<file path="src/rtl/narrow_rd_pkg.sv">
package narrow_rd_pkg;
  localparam int BUS_W  = 16;
  localparam int RESP_W = 32;

  // size encoding: 00 byte, 01 halfword, 1x word
  function automatic logic size_is_word(input logic [1:0] sz);
    return sz[1];
  endfunction

  function automatic logic size_is_half(input logic [1:0] sz);
    return (sz == 2'b01);
  endfunction

  function automatic logic misaligned(input logic [1:0] a, input logic [1:0] sz);
    if (size_is_word(sz)) return (a != 2'b00);
    if (size_is_half(sz)) return a[0];
    return 1'b0;
  endfunction

  // byte-lane exchange applied to one bus beat
  function automatic logic [BUS_W-1:0] lane_view(input logic [BUS_W-1:0] d, input logic swap);
    return swap ? {d[7:0], d[15:8]} : d;
  endfunction

  function automatic logic [RESP_W-1:0] build_result(
    input logic [1:0]       sz,
    input logic             a0,
    input logic             first_low,
    input logic [BUS_W-1:0] first_v,
    input logic [BUS_W-1:0] last_v
  );
    if (size_is_word(sz))
      return first_low ? {last_v, first_v} : {first_v, last_v};
    if (size_is_half(sz))
      return {16'h0000, last_v};
    return {24'h000000, (a0 ? last_v[15:8] : last_v[7:0])};
  endfunction
endpackage

</file>
<file path="src/rtl/nra_align_chk.sv">
module nra_align_chk
  import narrow_rd_pkg::*;
(
  input  logic [1:0] addr_lo,
  input  logic [1:0] size,
  output logic       bad
);
  assign bad = misaligned(addr_lo, size);
endmodule

</file>
<file path="src/rtl/nra_beat_seq.sv">
module nra_beat_seq #(
  parameter int STROBE_CYCLES = 4
) (
  input  logic clk,
  input  logic rst_n,
  input  logic start,
  input  logic two_beats,
  output logic busy,
  output logic bus_rd_n,
  output logic beat_idx,
  output logic beat_sample,
  output logic seq_done
);
  localparam int CW = (STROBE_CYCLES > 1) ? $clog2(STROBE_CYCLES) : 1;
  localparam logic [CW-1:0] LAST_CNT = CW'(STROBE_CYCLES - 1);

  typedef enum logic [1:0] {S_IDLE, S_ACT, S_GAP} seq_state_e;
  seq_state_e state_q;
  logic [CW-1:0] cnt_q;
  logic two_q;
  logic idx_q;

  assign busy        = (state_q != S_IDLE);
  assign bus_rd_n    = (state_q != S_ACT);
  assign beat_idx    = idx_q;
  assign beat_sample = (state_q == S_ACT) && (cnt_q == LAST_CNT);
  assign seq_done    = beat_sample && (idx_q || !two_q);

  always_ff @(posedge clk or negedge rst_n) begin
    if (!rst_n) begin
      state_q <= S_IDLE;
      cnt_q   <= '0;
      two_q   <= 1'b0;
      idx_q   <= 1'b0;
    end else begin
      case (state_q)
        S_IDLE: if (start) begin
          state_q <= S_ACT;
          cnt_q   <= '0;
          idx_q   <= 1'b0;
          two_q   <= two_beats;
        end
        S_ACT: begin
          if (beat_sample) begin
            state_q <= seq_done ? S_IDLE : S_GAP;
            cnt_q   <= '0;
          end else begin
            cnt_q <= cnt_q + 1'b1;
          end
        end
        S_GAP: begin
          state_q <= S_ACT;
          idx_q   <= 1'b1;
        end
        default: state_q <= S_IDLE;
      endcase
    end
  end


  strobe_end_chk: assert property (@(posedge clk) disable iff (!rst_n)
    $rose(bus_rd_n) |-> $past(beat_sample));


  word_gap_chk: assert property (@(posedge clk) disable iff (!rst_n)
    (beat_sample && !seq_done) |=> bus_rd_n ##1 !bus_rd_n);
endmodule

</file>
<file path="src/rtl/nra_assemble.sv">
module nra_assemble
  import narrow_rd_pkg::*;
(
  input  logic              clk,
  input  logic              rst_n,
  input  logic              beat_sample,
  input  logic              seq_done,
  input  logic [1:0]        size_q,
  input  logic              a0_q,
  input  logic              swap_q,
  input  logic              first_low_q,
  input  logic [BUS_W-1:0]  bus_data,
  output logic [RESP_W-1:0] result
);
  logic [BUS_W-1:0] view;
  logic [BUS_W-1:0] first_q;

  assign view = lane_view(bus_data, swap_q);

  always_ff @(posedge clk or negedge rst_n) begin
    if (!rst_n) begin
      first_q <= '0;
      result  <= '0;
    end else begin
      if (beat_sample && !seq_done) first_q <= view;
      if (seq_done) result <= build_result(size_q, a0_q, first_low_q, first_q, view);
    end
  end
endmodule

</file>
<file path="src/rtl/narrow_rd_adapter.sv">
module narrow_rd_adapter
  import narrow_rd_pkg::*;
#(
  parameter int ADDR_W        = 24,
  parameter int STROBE_CYCLES = 4
) (
  input  logic              clk,
  input  logic              rst_n,
  input  logic              req_valid,
  output logic              req_ready,
  input  logic [ADDR_W-1:0] req_addr,
  input  logic [1:0]        req_size,
  input  logic              cfg_lane_swap,
  input  logic              cfg_first_low,
  output logic              rsp_valid,
  output logic [31:0]       rsp_data,
  output logic              rsp_err,
  output logic [ADDR_W-1:0] bus_addr,
  output logic              bus_rd_n,
  input  logic [15:0]       bus_data
);
  logic accept, bad, start, busy;
  logic beat_idx, beat_sample, seq_done;
  logic [ADDR_W-1:0] addr_q;
  logic [1:0] size_q;
  logic swap_q, first_low_q;
  logic hsel;

  assign req_ready = !busy;
  assign accept    = req_valid && req_ready;
  assign start     = accept && !bad;

  nra_align_chk u_align (
    .addr_lo (req_addr[1:0]),
    .size    (req_size),
    .bad     (bad)
  );

  always_ff @(posedge clk or negedge rst_n) begin
    if (!rst_n) begin
      addr_q      <= '0;
      size_q      <= 2'b00;
      swap_q      <= 1'b0;
      first_low_q <= 1'b0;
      rsp_valid   <= 1'b0;
      rsp_err     <= 1'b0;
    end else begin
      if (start) begin
        addr_q      <= req_addr;
        size_q      <= req_size;
        swap_q      <= cfg_lane_swap;
        first_low_q <= cfg_first_low;
      end
      rsp_valid <= seq_done;
      rsp_err   <= accept && bad;
    end
  end

  nra_beat_seq #(.STROBE_CYCLES(STROBE_CYCLES)) u_seq (
    .clk         (clk),
    .rst_n       (rst_n),
    .start       (start),
    .two_beats   (size_is_word(req_size)),
    .busy        (busy),
    .bus_rd_n    (bus_rd_n),
    .beat_idx    (beat_idx),
    .beat_sample (beat_sample),
    .seq_done    (seq_done)
  );

  assign hsel     = size_is_word(size_q) ? beat_idx : addr_q[1];
  assign bus_addr = {addr_q[ADDR_W-1:2], hsel, 1'b0};

  nra_assemble u_asm (
    .clk         (clk),
    .rst_n       (rst_n),
    .beat_sample (beat_sample),
    .seq_done    (seq_done),
    .size_q      (size_q),
    .a0_q        (addr_q[0]),
    .swap_q      (swap_q),
    .first_low_q (first_low_q),
    .bus_data    (bus_data),
    .result      (rsp_data)
  );


  ready_busy_chk: assert property (@(posedge clk) disable iff (!rst_n)
    !bus_rd_n |-> !req_ready);


  valid_pulse_chk: assert property (@(posedge clk) disable iff (!rst_n)
    rsp_valid |=> !rsp_valid);


  valid_after_strobe_chk: assert property (@(posedge clk) disable iff (!rst_n)
    rsp_valid |-> $past(!bus_rd_n));


  err_quiet_bus_chk: assert property (@(posedge clk) disable iff (!rst_n)
    rsp_err |-> (bus_rd_n && !rsp_valid && req_ready));


  err_cause_chk: assert property (@(posedge clk) disable iff (!rst_n)
    rsp_err |-> $past(req_valid && req_ready));
endmodule

</file>
<file path="config.mk">
export PLATFORM = sky130hd
export DESIGN_NAME = narrow_rd_adapter
export DESIGN_NICKNAME = d
export VERILOG_FILES = /design/src/rtl/narrow_rd_pkg.sv /design/src/rtl/nra_align_chk.sv /design/src/rtl/nra_beat_seq.sv /design/src/rtl/nra_assemble.sv /design/src/rtl/narrow_rd_adapter.sv
export SDC_FILE = /design/constraint.sdc
export NUM_CORES = 1
export LEC_CHECK = 0
export ABC_AREA = 1
export BUFFER_PORTS_ARGS = -buffer_cell sky130_fd_sc_hd__buf_2
export CAP_MARGIN = 20
export CORE_MARGIN = 2
export CORE_UTILIZATION = 48
export CTS_CLUSTER_DIAMETER = 80
export DETAILED_ROUTE_END_ITERATION = 8
export GPL_ROUTABILITY_DRIVEN = 0
export GPL_TIMING_DRIVEN = 0
export PLACE_DENSITY = 0.74
export SYNTH_ARGS = -nofsm -noshare
export SYNTH_HDL_FRONTEND = slang
export SYNTH_SLANG_ARGS = --single-unit
</file>
<file path="constraint.sdc">
create_clock -name clk -period 1.2 [get_ports clk]
set_input_delay 0.12 -clock clk [delete_from_list [all_inputs] [get_ports clk]]
set_output_delay 0.12 -clock clk [all_outputs]
set_load 0.005 [all_outputs]
</file>
# Yosys cells after proc, flatten, opt, wreduce, memory -nomap -nowiden
# Cells that the tools add are included.
# word_totals
out_inout_bits,60
mem_bits_ro,0
latchBits,0
reg_bits,84
memories,0
inputBits,47
ramBits,0
# op_classes
add_sub_neg,1
mul,0
shift,0
bitwise,0
magnitude_cmp,0
div,0
n_reduce_logical,20
mux,29
eq_ne,8
# op_table
operator,n
two-way mux 32 bit,5
two-way mux 16 bit,1
two-way mux 1 bit,14
two-way mux 2 bit,5
two-way mux 8 bit,1
AND reduction 2 bit,4
nonzero test 2 bit,4
"== test 2 x 1 -> 1 bit, second input constant",3
logical AND 1 bit,6
case mux 2 bit (3 select lines),1
"== test 2 bit, second input constant",2
zero test 1 bit,4
"inequality test 2 x 1 -> 1 bit, second input constant",2
case mux 2 bit (2 select lines),1
"adder 2 x 1 -> 2 bit, second input constant",1
zero test 2 bit,1
"inequality test 2 bit, second input constant",1
case mux 1 bit (2 select lines),1
logical OR 1 bit,1

# Depth between registers and ports, before layout
# Gate-level depths: netlist (run 1).
# depth
depth_word,9
depth_mapped,8
depth_no_buf,6

# By module
# A second synthesis (run 1) with hierarchy kept.
# hier_totals
cells_unflattened,585
hier_area_um2,4503.1
# modules_own_cells
mod,area_per_inst_um2,instances,cells_per_inst,seq_area_each_um2
nra_assemble,2732.6,1,386,1201.2
narrow_rd_adapter,1462.7,1,160,750.7
nra_beat_seq,291.5,1,35,150.1
nra_align_chk,16.3,1,4,0.0

# Worst setup path before layout (run 1)
# Ideal clock, no wire load.
# synth_path
path_type,register to register
startpoint,register u_seq.state_q[0]
endpoint,register addr_q[10]
t_arrival_ps,1202
path_stages_with_launch,7
path_slack_ps,-119
cell_sequence,dfrtp_1 nor3b_4 nand2_1 buf_2 buf_6 nand2_1 nand2_1
# synth_via
elab_chain_cells,4
# synth_rtl
item,line,rtl
start: declaration,nra_beat_seq.sv:18,seq_state_e state_q;
start signal: assignment,nra_beat_seq.sv:45,state_q <= seq_done ? S_IDLE : S_GAP;
nonzero test 2 bit,nra_beat_seq.sv:23,assign busy = (state_q != S_IDLE);
zero test 1 bit,narrow_rd_adapter.sv:29,assign req_ready = !busy;
logical AND 1 bit,narrow_rd_adapter.sv:30,assign accept = req_valid && req_ready;
logical AND 1 bit,narrow_rd_adapter.sv:31,assign start = accept && !bad;
end signal: assignment,narrow_rd_adapter.sv:49,addr_q <= req_addr;
end: declaration,narrow_rd_adapter.sv:24,logic [ADDR_W-1:0] addr_q;
# Every way passes these cells.
# A chain may end at the register's enable or synchronous reset.

# Final worst setup path (run 1)
# layout_path
startpoint,register u_seq.state_q[1]
endpoint,register addr_q[22]
# The elaborated chain is that of the path after synthesis.

==> summary.txt, run 1 <==
Synthesis
  • Mapped Avg Cell Area: 7.59 sq um
  • Synth Warn #: 0
  • Syn Nets: 599
  • Mapped Cells: 551
  • Post-synthesis sequential area ratio: 0.503
  • Post-synthesis sequential element count: 84
  • Post-Synthesis Cell Area: 4180 sq um
  • Netlist cell types: 19

Clock tree
  • Reg clk slew, reported paths: 0.08 ns
  • Worst-Skew Late Latency: 0.37 ns
  • CTS H-tree lvls: 3
  • Root buf cell: clkbuf_8
  • Sink Count: 84
  • CTS Buf Count: 9
  • CTS tree: done
  • Clock Tree Buf Depth: 2

Drt
  • Initial DRC count: 464
  • Vias/cell: 5.36
  • Vias: 4517
  • First drt pass iteration count: 7
  • Final WL: 13.4 mm
  • Post-route DRC: 0
  • Mean routed wirelength per cell: 15.9 microns
  • Final ANT Viol Nets: 0

Floorplanning
  • Die area: 9470 sq um
  • Chip Width: 97.3 microns
  • DIE HEIGHT: 97.3 microns
  • Core area: 8590 sq um
  • Rows: 34
  • Initial core utilization: 0.486
  • # IOs: 107

Timing
  • Worst setup margin: -0.236 ns
  • Crit path time final: 1.44 ns
  • Setup_tns: -12.60 ns
  • Worst slew pin tran: 0.658 ns
  • Fmax: 697 MHz
  • Final hold violation count: 0
  • Worst clock skew: 0.00989 ns
  • Endpoints failing setup: 86
  • RSZ-0062 raised after global routing: yes
  • Slew headroom: 0.559
  • Fin crit share: 1.20
  • Slew Viols, Final: 0
  • Hold_ws: 0.00177 ns

Critical path
  • Critical setup path kind: reg -> reg
  • Worst path required time: 1.45 ns
  • Crit end category: flip-flop
  • Crit path DAT: 1.69 ns
  • Crit start category: flip-flop
  • CP max FO: 10

Place
  • Inst Count DP: 765
  • Worst slack, placed: -0.436 ns
  • Port Buf Inserts: 105
  • Final HPWL DP: 7.79 mm

Status
  • Failing checks: negative setup slack
  • Status: finished with violations

Global route
  • Vias in the first global route: 4456
  • Pin count of the biggest net entering global routing: 71
  • First-pass GRT wire length: 21.6 mm
  • Total Routing Usage GR: 0.285
  • GRT overflow: 0
  • Antenna violations before repair: 0

Min path
  • Hold/Removal Path Class: in -> reg

Power
  • Leak Pwr: 3.24 nW
  • Power per Cell Area: 2500 nW/um^2
  • Worst IR drop on VDD: 1.30 mV

Final layout
  • Antenna diodes: 0
  • Layout area overhead: 46.1%
  • Nets: 778
  • Cell Count, Final, Fillers Out: 843
  • Share of layout cells above drive strength 1: 0.374

Flow run
  • Max-Cap Viols: 0
## path summary, 6_finish.rpt
kind,start,end,slack [ns],cells past startpoint
max,u_seq.state_q[1],addr_q[22],-0.24,7
min reg2reg,addr_q[18],addr_q[18],0.48,2
max in group asynchronous,rst_n,size_q[1],0.42,3
min,req_addr[1],addr_q[1],0.002,3
max reg2reg,u_seq.state_q[1],addr_q[22],-0.24,7
min in group asynchronous,rst_n,addr_q[15],0.16,2
## through the flow
step                power, W   util  instance area (sq um)
finish                0.0153  0.711                   6110
global route          0.0163  0.711                   6110
CTS                   0.0148  0.701                   6020
detailed placement    0.0109  0.571                   4910
global placement      0.0107  0.568                   4880
floorplan            0.00870      -                   4220
## where the power goes
group          switching [W]  internal (W)  total [W]
Combinational        0.00435       0.00376    0.00810
Sequential          0.000923       0.00411    0.00503
Clock                0.00106       0.00107    0.00213
Total                0.00632       0.00894     0.0153
## sequential cells by signal, indices dropped and copies added (netlist names)
signal          count
u_asm.result       32
addr_q             24
u_asm.first_q      16
size_q              2
u_seq.cnt_q         2
u_seq.state_q       2
first_low_q         1
rsp_err             1
rsp_valid           1
swap_q              1
u_seq.beat_idx      1
u_seq.two_q         1
## repair_timing
item	4_1_cts	5_1_grt
hold buffers	21	0
setup endpoints to repair	86	87
resized for setup	133	21
pin swaps	15	3
hold endpoints to repair	104	0
cloned	11	0
buffers inserted	27	4
## Yosys cell counts
| cell | instances | area (sq um) |
|---|---|---|
| buf_6 | 3 | 33.8 |
| nand3_1 | 43 | 215 |
| nor2_2 | 1 | 6.26 |
| inv_2 | 1 | 3.75 |
| buf_2 | 13 | 65.1 |
| conb_1 | 1 | 3.75 |
| nand2_1 | 189 | 709 |
| a21oi_1 | 49 | 245 |
| dfrtp_1 | 84 | 2100 |
| nor3b_4 | 1 | 18.8 |
| ha_1 | 1 | 12.5 |
| inv_1 | 44 | 165 |
| o21ai_1 | 11 | 55.1 |
| buf_1 | 2 | 7.51 |
| o21a_1 | 1 | 7.51 |
| clkbuf_1 | 9 | 33.8 |
| nor2_1 | 44 | 165 |
| buf_4 | 24 | 180 |
| o21ai_0 | 30 | 150 |
## final cells by class
cell class                 count  area (sq um)
buffer                        50           467
clock buffer                  12           155
clock inverter                 4          47.5
fill                         633          2480
inverter                      45           174
multi-input combinational    371          1820
sequential                    84          2110
tap                          108           135
timing repair buffer         169          1200
## logic make-up (layout without fill, tap and decap cells)
kind of cell / count (synthesis) / in the layout / share of synthesized area
other: 1 / 1 / 0.000897
DFF: 84 / 84 / 0.503
and+or+nand+nor: 278 / 278 / 0.267
buffers and inverters: 96 / 280 / 0.117
AOI/OAI and AO/OA: 91 / 91 / 0.110
adders and majority gates: 1 / 1 / 0.00299
## layer usage
metal,share of wire,track usage
met5,0,0
met2,0.48,0.460
met1,0.39,0.362
met3,0.088,0.0554
met4,0.042,0.157
## cells in the final DEF (no fill, tap or decap), drive strengths merged
master / count
ha: 1
nand2: 189
buf: 190
a21oi: 49
dfrtp: 84
clkinv: 2
clkbuf: 20
o21a: 1
clkinvlp: 1
conb: 1
nor2: 45
bufinv: 1
inv: 45
nor3b: 1
nand3: 43
o21ai: 41
dlygate4sd3: 21
## worst max-delay path: stages, from the launching register on
cell     delay (ns)
dfrtp_2        0.47
nor3b_4        0.25
buf_12         0.14
nand2_4        0.05
buf_6          0.17
buf_6          0.14
nand2_1        0.05
nand2_1        0.05
Power figures use the tool's default switching activity.
==> run 2: changes to the inputs <==
Settings changed: CORE_ASPECT_RATIO from default to 0.8, CORE_UTILIZATION 48 to 53, PLACE_DENSITY 0.74 to 0.78.
Clock period 1.2 ns to 1.46 ns, I/O delays scaled along.
==> run 2 against run 1 <==
Effect of this change: the run still ends with negative setup slack left; critical path type unchanged; core utilization is 0.39 points lower; global-route usage decreased by 1.2 points; critical endpoint is now u_asm.result[2]; critical path depth fell by 1; via count is 7.5% lower; highest routed layer unchanged.
==> summary.txt, run 2 (synthesized netlist as in run 1, its figures left out) <==
Clock tree
  • Worst-Skew Late Latency: 0.36 ns
  • CTS H-tree lvls: 3
  • Reg clk slew, reported paths: 0.09 ns
  • Clock Tree Buf Depth: 2
  • Root buf cell: clkbuf_8
  • Sink Count: 84
  • CTS tree: done
  • CTS Buf Count: 9

Drt
  • Vias/cell: 5.27
  • Mean routed wirelength per cell: 14.6 microns
  • Final ANT Viol Nets: 0
  • Initial DRC count: 342
  • First drt pass iteration count: 5
  • Final WL: 11.5 mm
  • Vias: 4176
  • Post-route DRC: 0

Timing
  • RSZ-0062 raised after global routing: yes
  • Worst clock skew: 0.0141 ns
  • Worst setup margin: -0.0800 ns
  • Endpoints failing setup: 2
  • Final hold violation count: 0
  • Fmax: 649 MHz
  • Hold_ws: 0.0128 ns
  • Slew Viols, Final: 0
  • Slew headroom: 0.609
  • Worst slew pin tran: 0.583 ns
  • Fin crit share: 1.05
  • Crit path time final: 1.54 ns

Floorplanning
  • Chip Width: 103 microns
  • Core area: 7530 sq um
  • DIE HEIGHT: 83.4 microns
  • Initial core utilization: 0.555
  • Die area: 8620 sq um
  • # IOs: 107
  • Rows: 28

Critical path
  • Worst path required time: 1.69 ns
  • Critical setup path kind: reg -> reg
  • Critical path buffer and inverter count: 2
  • CP max FO: 10
  • Crit end category: flip-flop
  • Crit start category: flip-flop
  • Delay-heaviest family, CP: buffers and inverters
  • CP Cell Sequence: buf_2 -> clkinvlp_4 -> nand2_1 -> nor2_1 -> nor2_1 -> a21oi_1
  • Crit-path most repeated cell: nor2_1
  • Crit path DAT: 1.77 ns
  • Crit path largest cell delay: 0.41 ns
  • Worst path slowest cell: dfrtp_1

Final layout
  • Final Util: 0.707
  • FF/Latch Area: 2110 sq um
  • Commonest non-fill, non-tap cell in the layout: nand2_1
  • Largest regs: u_asm.result x32, addr_q x24, u_asm.first_q x16
  • Share of layout cells above drive strength 1: 0.291
  • Max reg flops: 32
  • Layout area overhead: 27.4%
  • Reg with most FFs: u_asm.result
  • Nets: 730
  • Filler cells: 623
  • Most frequent cells in the layout: nand2_1, buf_2, dfrtp_1
  • Antenna diodes: 0
  • Area of the multi-input gates: 1660 sq um

Status
  • Status: finished with violations
  • Failing checks: negative setup slack

Min path
  • Hold/Removal Path Class: in -> reg

Place
  • Final HPWL DP: 7.73 mm
  • Port Buf Inserts: 105
  • Worst slack, placed: -0.176 ns

Global route
  • Vias in the first global route: 3873
  • Antenna violations before repair: 0
  • Pin count of the biggest net entering global routing: 49
  • First-pass GRT wire length: 18.4 mm
  • GRT overflow: 0
  • Total Routing Usage GR: 0.273

Flow run
  • Max-Cap Viols: 0

Power
  • Worst IR drop on VDD: 1.08 mV
  • Power per Cell Area: 2090 nW/um^2
  • Leak Pwr: 2.92 nW
## run 2: worst min-delay path, stage by stage
cell and delay, ns:
buf_2 0.07, nand3_1 0.06, nand2_1 0.06
## run 2: repair_timing
item,in CTS,in global routing
hold endpoints to repair,38,0
cloned,0,0
hold buffers,3,0
gates resized for setup,29,30
endpoints found under the setup margin,56,63
buffers inserted,5,7
pin swaps,1,2
## run 2: routing by layer
metal | wire length [microns] | global-route usage | share of wire
met1 | 4780 | 0.388 | 0.41
met2 | 5340 | 0.414 | 0.46
met3 | 1140 | 0.0598 | 0.098
met4 | 270 | 0.0873 | 0.023
met5 | 0 | 0 | 0
## run 2: through the flow
| stage | setup TNS [ns] | std cells | area, sq um | total power [W] |
|---|---|---|---|---|
| finish | -0.0894 | 792 | 5330 | 0.0111 |
| global route | -0.368 | 792 | 5330 | 0.0120 |
| CTS | -0.0122 | 786 | 5210 | 0.0107 |
| detailed placement | -3.48 | 762 | 4870 | 0.00887 |
| global placement | -37.89 | 761 | 4840 | 0.00867 |
| floorplan | 0 | 551 | 4180 | 0.00709 |
## run 2: report_power, final
| part | switching (W) | internal [W] | leakage [nW] |
|---|---|---|---|
| registers | 0.000696 | 0.00338 | 1.00 |
| clock network | 0.000903 | 0.000677 | 0.0893 |
| logic | 0.00311 | 0.00238 | 1.83 |
## run 2: cell type report
type | instances | area share
Buffer | 50 | 0.0703
Clock buffer | 10 | 0.0258
Clock inverter | 6 | 0.00869
Inverter | 45 | 0.0329
Multi-Input combinational cell | 371 | 0.313
Sequential cell | 84 | 0.395
Tap cell | 105 | 0.0247
Timing Repair Buffer | 121 | 0.130
## run 2: path summary, 6_finish.rpt
| kind | startpoint | to | slack [ns] | cells after the start |
|---|---|---|---|---|
| max in group asynchronous | rst_n | size_q[1] | 0.55 | 3 |
| min in group asynchronous | rst_n | u_asm.result[16] | 0.28 | 2 |
| hold / removal | req_addr[9] | addr_q[9] | 0.01 | 3 |
| setup / recovery | first_low_q | u_asm.result[2] | -0.08 | 6 |
| setup reg to reg | first_low_q | u_asm.result[2] | -0.08 | 6 |
| hold reg to reg | addr_q[12] | addr_q[12] | 0.48 | 2 |
==> run 3: changes to the inputs <==
Settings changed: CELL_PAD_IN_SITES_DETAIL_PLACEMENT from default to 1, CELL_PAD_IN_SITES_GLOBAL_PLACEMENT from default to 2, CORE_UTILIZATION 53 to 30, PLACE_DENSITY 0.78 to 0.79, RECOVER_POWER from default to 50, SLEW_MARGIN from default to 20.
==> run 3 against run 2 <==
Effect of this change: critical path depth is the same; clock power grew 42%; core utilization down 30 points; flip-flop and latch count unchanged; the run now ends clean.
==> summary.txt, run 3 (synthesized netlist as in run 1, its figures left out) <==
Status
  • Status: finished, final reports clean

Final layout
  • Cell Count, Final, Fillers Out: 868
  • Final Util: 0.409
  • Layout area overhead: 33.2%
  • Reg with most FFs: u_asm.result
  • Share of layout cells above drive strength 1: 0.273
  • Largest regs: u_asm.result x32, addr_q x24, u_asm.first_q x16
  • Nets: 733
  • Max reg flops: 32
  • Commonest non-fill, non-tap cell in the layout: nand2_1
  • Antenna diodes: 0
  • Most frequent cells in the layout: nand2_1, buf_2, dfrtp_1

Critical path
  • Crit start category: flip-flop
  • Crit end category: flip-flop
  • R2r startpoint: first_low_q
  • CP max FO: 10
  • Crit path launch: first_low_q
  • Worst path required time: 1.72 ns
  • Crit path DAT: 1.69 ns
  • Critical setup path kind: reg -> reg

Clock tree
  • Worst-Skew Late Latency: 0.35 ns
  • CTS Buf Count: 9
  • CTS tree: done
  • Clock Tree Buf Depth: 2
  • Root buf cell: clkbuf_16
  • Sink Count: 84
  • Reg clk slew, reported paths: 0.07 ns
  • CTS H-tree lvls: 3

Power
  • Leak Pwr: 2.96 nW
  • Worst IR drop on VDD: 0.760 mV
  • Power per Cell Area: 2170 nW/um^2

Drt
  • First drt pass iteration count: 4
  • Final WL: 13.5 mm
  • Final ANT Viol Nets: 0
  • Post-route DRC: 0
  • Vias/cell: 4.59
  • Initial DRC count: 153
  • Mean routed wirelength per cell: 15.6 microns
  • Vias: 3988

Timing
  • Fin crit share: 0.977
  • Worst clock skew: 0.00964 ns
  • Worst slew pin tran: 0.964 ns
  • Endpoints failing setup: 0
  • Crit path time final: 1.43 ns
  • Fmax: 701 MHz
  • Slew Viols, Final: 0
  • Final hold violation count: 0
  • RSZ-0062 raised after global routing: yes
  • Slew headroom: 0.358

Floorplanning
  • DIE HEIGHT: 110 microns
  • Initial core utilization: 0.307
  • Core area: 13600 sq um
  • # IOs: 107
  • Die area: 14900 sq um
  • Rows: 38
  • Chip Width: 136 microns

Place
  • Port Buf Inserts: 105
  • Inst Count DP: 837
  • Final HPWL DP: 9.53 mm

Global route
  • Pin count of the biggest net entering global routing: 50
  • GRT overflow: 0
  • Total Routing Usage GR: 0.190
  • Antenna violations before repair: 0
  • First-pass GRT wire length: 21.5 mm
  • Vias in the first global route: 4027

Min path
  • Hold Path Origin: req_addr[22]
  • Hold/Removal Path Class: in -> reg

Flow run
  • Max-Cap Viols: 0
[run 3: changes by cell type in the layout (fill, tap and decap cells not counted), sizes merged]
cell         change
buf             -10
clkinvlp         -1
clkbuf          +14
inv              -2
dlygate4sd3      -2
clkinv           +1
bufinv           +1
[run 3: area by class of cell]
cell class	count	area (sq um)
sequential	84	2100
multi-input combinational	371	1690
clock inverter	5	55.1
inverter	45	174
fill	1680	8030
buffer	50	390
timing repair buffer	124	702
tap	180	225
clock buffer	9	225
[run 3: where the power goes]
part / total [W] / internal (W) / switching, W
Clock: 0.00225 / 0.00130 / 0.000946
Combinational: 0.00579 / 0.00247 / 0.00331
Sequential: 0.00406 / 0.00338 / 0.000682
[run 3: worst max-delay path, cell delays in order, from the launching register on]
cell and delay, ns:
dfrtp_1 0.39, buf_2 0.20, inv_1 0.26, nand2_1 0.17, nor2_1 0.15, nor2_1 0.06, a21oi_1 0.12
[run 3: worst paths after layout]
| check | endpoint | slack [ns] | depth (start not counted) |
|---|---|---|---|
| worst max-delay path | u_asm.result[3] | 0.03 | 6 |
| worst min-delay path | addr_q[22] | 0.03 | 3 |
| worst max register to register | u_asm.result[3] | 0.03 | 6 |
| worst min register to register | addr_q[21] | 0.47 | 2 |
| max in group asynchronous | size_q[1] | 0.15 | 3 |
| min in group asynchronous | u_asm.result[4] | 0.49 | 2 |
[run 3: timing repair]
item / in CTS / in global routing
gates cloned: 0 / 0
hold buffers: 1 / 0
buffers inserted: 6 / 11
resized for setup: 30 / 40
endpoints found under the setup margin: 74 / 70
hold endpoints to repair: 35 / 0
pin swaps: 1 / 4
[run 3: routing by layer]
metal,GRT usage,share of wire
met2,0.302,0.45
met3,0.0438,0.054
met5,0,0
met4,0.0558,0.013
met1,0.259,0.48
[run 3: per-stage QoR]
stage          TNS [ns]  setup slack [ns]  hold WS (ns)  instance area [sq um]  total power, W
2_1_floorplan         0             0.141        -0.150                   4180         0.00709
3_3_place_gp     -53.39            -0.584         0.377                   4930         0.00900
3_5_place_dp      -8.49            -0.292         0.144                   4960         0.00917
4_1_cts           -1.09           -0.0702        0.0181                   5380          0.0118
5_1_grt          -0.235           -0.0514        0.0259                   5570          0.0131
6_report              0            0.0331        0.0289                   5570          0.0121
